### src/rtl/rand_stim_gen.sv
module rand_stim_gen #(
  parameter int                LFSR_W       = 32,
  parameter logic [LFSR_W-1:0] POLY_MASK    = 32'h8020_0003,
  parameter logic [LFSR_W-1:0] DEFAULT_SEED = 32'h1F35_A9C7,
  parameter int                PI_W         = 16,
  parameter int                CNT_W        = 24
) (
  input  logic              clk,
  input  logic              rst,
  input  logic              start,
  input  logic              seed_load,
  input  logic [LFSR_W-1:0] seed_in,
  input  logic [CNT_W-1:0]  budget,
  input  logic              detect,
  output logic              scan_en,
  output logic              scan_in,
  output logic [PI_W-1:0]   pi_word,
  output logic              done,
  output logic [CNT_W-1:0]  pat_count
);

  localparam int BITS_PER_PAT = PI_W + 1;

  logic [LFSR_W-1:0]       lfsr_q, lfsr_adv, walk;
  logic [BITS_PER_PAT-1:0] pat_bits;
  logic [CNT_W-1:0]        budget_q;
  logic                    run_q, done_q, scan_q;
  logic [PI_W-1:0]         pi_q;
  logic [CNT_W-1:0]        cnt_q;
  logic                    stop_now;

  always_comb begin
    walk = lfsr_q;
    for (int i = 0; i < BITS_PER_PAT; i++) begin
      pat_bits[i] = walk[0];
      walk = (walk >> 1) ^ (walk[0] ? POLY_MASK : '0);
    end
    lfsr_adv = walk;
  end

  assign stop_now = detect || (cnt_q == budget_q);

  always_ff @(posedge clk) begin
    if (rst) begin
      run_q    <= 1'b0;
      done_q   <= 1'b0;
      scan_q   <= 1'b0;
      pi_q     <= '0;
      cnt_q    <= '0;
      budget_q <= '0;
      lfsr_q   <= DEFAULT_SEED;
    end else begin
      done_q <= 1'b0;
      if (!run_q) begin
        if (start) begin
          budget_q <= budget;
          if (budget == '0) begin
            cnt_q  <= '0;
            done_q <= 1'b1;
          end else begin
            run_q  <= 1'b1;
            cnt_q  <= CNT_W'(1);
            pi_q   <= pat_bits[PI_W-1:0];
            scan_q <= pat_bits[PI_W];
            lfsr_q <= lfsr_adv;
          end
        end else if (seed_load) begin
          lfsr_q <= (seed_in == '0) ? DEFAULT_SEED : seed_in;
        end
      end else if (stop_now) begin
        run_q  <= 1'b0;
        done_q <= 1'b1;
      end else begin
        cnt_q  <= cnt_q + CNT_W'(1);
        pi_q   <= pat_bits[PI_W-1:0];
        scan_q <= pat_bits[PI_W];
        lfsr_q <= lfsr_adv;
      end
    end
  end

  assign scan_en   = run_q;
  assign scan_in   = scan_q;
  assign pi_word   = pi_q;
  assign done      = done_q;
  assign pat_count = cnt_q;

endmodule

### config.mk
export PLATFORM = sky130hd
export DESIGN_NAME = rand_stim_gen
export DESIGN_NICKNAME = d
export VERILOG_FILES = /design/src/rtl/rand_stim_gen.sv
export SDC_FILE = /design/constraint.sdc
export NUM_CORES = 1
export LEC_CHECK = 0
export ABC_CLOCK_PERIOD_IN_PS = 2500
export BUFFER_PORTS_ARGS = -buffer_cell sky130_fd_sc_hd__buf_2
export CAP_MARGIN = 20
export CELL_PAD_IN_SITES_DETAIL_PLACEMENT = 0
export CELL_PAD_IN_SITES_GLOBAL_PLACEMENT = 2
export CORE_ASPECT_RATIO = 1.2
export CORE_MARGIN = 2
export CORE_UTILIZATION = 23
export CTS_CLUSTER_DIAMETER = 30
export DETAILED_ROUTE_END_ITERATION = 7
export GPL_TIMING_DRIVEN = 1
export PLACE_DENSITY_LB_ADDON = 0.1
export SYNTH_ARGS = -nofsm -noshare
export SYNTH_HDL_FRONTEND = slang
export SYNTH_SLANG_ARGS = --single-unit
### constraint.sdc
create_clock -name clk -period 2.5 [get_ports clk]
set_input_delay 0.25 -clock clk [delete_from_list [all_inputs] [get_ports clk]]
set_output_delay 0.25 -clock clk [all_outputs]
set_load 0.05 [all_outputs]
==> impl_results.md <==
- Maximum VDD drop: 0.591 mV
- Crit. End Element: register
- PD cells: 1410 nW/um^2
- Via density: 4.72
- Part of the Yosys area used for sequential elements: 0.396
- Distinct cells, synth: 47
- Avg Cell Area, Syn: 8.35 um^2
- WL/cell: 18.7 um
- Root Driver: clkbuf_16
- Final WL: 18.9 mm
- Clock share of power: 0.161
- Vias in the first global route: 4786
- Nets@finish: 789
- Critical path class: reg -> reg
- Dominant synthesized flop cell: dfxtp_1
- Combinational Power Share: 0.603
- H-tree lvl count: 3
- Die area: 22900 um^2
- Vias: 4746
- Share of cells above drive strength 1: 0.269
- Final slew viol count: 0
- Static Leak: 2.56 nW
- Drt first-iter violations: 247
- Setup WS pre-CTS: 16.3 ps
- Bufs on Longest Clock Path: 2
- # DRC: 0
- Reg power frac: 0.236
- Clk_skew: 9.77 ps
- Multi-input logic area: 2890 um^2
- Sw Share: 0.418
- Final Power: 9.11 mW
- Die Y: 166 um
- # IOs: 104
- Hold Buf Count CTS: 0
- Clk slew on worst S/H paths: 80 ps
- FMAX: 429 MHz
- FF+latch area: 1980 um^2
- # rows: 59
- DIE WIDTH: 139 um
- Synthesized flop and latch total: 99
- Area growth from synthesis to layout: 29.2%
- Initial Util: 0.233
- Max-Slew Margin vs Limit: 0.514
- CP startpoint kind: register
- Cell Int Power: 5.30 mW
- Least-Margin Pin Slew: 727 ps
- Top cell type's share of synthesized area: 0.396
- Post-CTS setup buffers: 0
- CP Max Fanout: 5
- ANT nets after route: 0
- Yosys warns: 0
- Initial antenna violation count: 0
- EDFF count, synth: 0
- Worst setup margin: 168 ps
- Placed wire-length estimate: 14.3 mm
- Global-route wire length before repair: 29.0 mm
- Final hold viol count: 0
- Mapped Area: 5000 um^2
- Cell taking the most area after synthesis: dfxtp_1
- Final min period: 2330 ps
- GPL Wtd Cong: 0.745
- Crit share post-route: 0.933
- Crit path DAT: 2520 ps
- Status: complete, no violations
- CORE AREA: 21500 um^2
- All-layer global routing usage: 0.167
- RSZ-0062 raised after global routing: no
- # clock sinks: 99
- Async SR Flop Fraction: 0
- GRT Residual Overflow: 0
- CTS tree: done
- Input/output buffers: 103
- TNS Setup: 0 ps
- Net switching power: 3.81 mW
- Fillers: 2345
- MaxCap Viol Count: 0
- Worst hold-check path type: in -> reg
- Finish-stage setup viols: 0
- Num CTS Buffers: 9
- Syn Inst Count: 599
- Skew-Pair Late Insertion Delay: 360 ps
- WP data required: 2690 ps
- Largest net degree at the start of global routing: 43
- First drt pass iteration count: 6
- Post-synth top cells: dfxtp_1, nand2_1, xnor2_1
- Post-Synthesis Net Count: 661
- Synth area leaders: dfxtp_1, xnor2_1, nand2_1, a21oi_1, nor2_1
- ANT cells: 0
[layout by cell type, fill, tap and decap left out, types with 3 or more instances in the layout]
cell,n
o221ai_1,9
xnor2_2,3
or3_1,6
xor2_1,10
nand3_1,24
o21ai_0,15
nor2b_1,3
o21a_1,3
o22ai_1,4
nor3_1,8
clkbuf_16,9
a31oi_1,5
dfxtp_1,98
buf_4,50
nand2_1,98
nand3b_1,3
nor2_1,48
a311oi_1,5
and3_1,4
mux2i_1,11
o211ai_1,8
buf_2,103
and2_1,3
or2_2,6
inv_1,6
xnor2_1,52
nand4_1,13
xnor2_4,3
a211oi_1,15
nor4_1,16
a21oi_1,50
[logic make-up after synthesis]
kind of cell,synth area share
DFF,0.396
adders and majority gates,0.00250
AOI/OAI and AO/OA,0.160
xor gates and xnor gates,0.159
buffers and inverters,0.0345
and+or+nand+nor,0.221
muxes,0.0265
[cell type report]
cell class | instances | area share
Clock buffer | 10 | 0.0354
Multi-Input combinational cell | 456 | 0.447
Tap cell | 274 | 0.0530
Timing Repair Buffer | 155 | 0.144
Clock inverter | 6 | 0.0101
Sequential cell | 99 | 0.307
Inverter | 6 | 0.00348
[final timing paths]
kind | from | end | slack [ps] | cells past startpoint
setup / recovery | lfsr_q[1]$_SDFFE_PP1P_ | lfsr_q[20]$_SDFFE_PP1P_ | 170 | 7
hold / removal | budget[12] | budget_q[12]$_SDFFE_PP0P_ | 140 | 3
setup reg to reg | lfsr_q[1]$_SDFFE_PP1P_ | lfsr_q[20]$_SDFFE_PP1P_ | 170 | 7
hold reg to reg | lfsr_q[14]$_SDFFE_PP0P_ | lfsr_q[14]$_SDFFE_PP0P_ | 470 | 2
[registers in the layout (all words and copies together) (netlist names)]
| register | count |
|---|---|
| budget_q | 24 |
| done | 1 |
| lfsr_q | 32 |
| pat_count | 24 |
| pi_word | 16 |
| scan_en | 1 |
| scan_in | 1 |
[layer usage]
layer,vias up,wire length (um),GRT usage
met5,-,0,0
met4,0,191,0.0473
met2,106,10300,0.322
met3,11,662,0.0222
met1,2258,7710,0.193
li1,2371,-,-
[metrics by stage]
stage | utilization | cells | hold WS (ps) | instance area [um^2]
after floorplan | - | 599 | 354 | 5000
after global placement | 0.286 | 990 | 456 | 6140
after detailed placement | 0.286 | 990 | 459 | 6140
after CTS | 0.300 | 1006 | 133 | 6440
after global routing | 0.301 | 1006 | 145 | 6460
final | 0.301 | 1006 | 145 | 6460
[what timing repair did]
action                                  4_1_cts  5_1_grt
gates resized for setup                       1        5
pin swaps                                     0        0
endpoints found under the setup margin        2       16
[power by group through the flow]
stage,Sequential (mW),Combinational [mW],Clock (mW)
final,2.15,5.49,1.47
after CTS,2.16,5.53,1.51
after global placement,2.19,5.49,0
after floorplan,2.44,3.39,0
after detailed placement,2.19,5.50,0
after global routing,2.19,5.95,1.57
[critical path, cell delays in order (launching register included)]
cell and delay (ps):
dfxtp_1 370, xnor2_2 260, xnor3_1 390, xnor3_2 510, xor2_2 210, xnor3_1 230
nand2_1 70, a41oi_1 100
(Power assumes the default switching activity.)
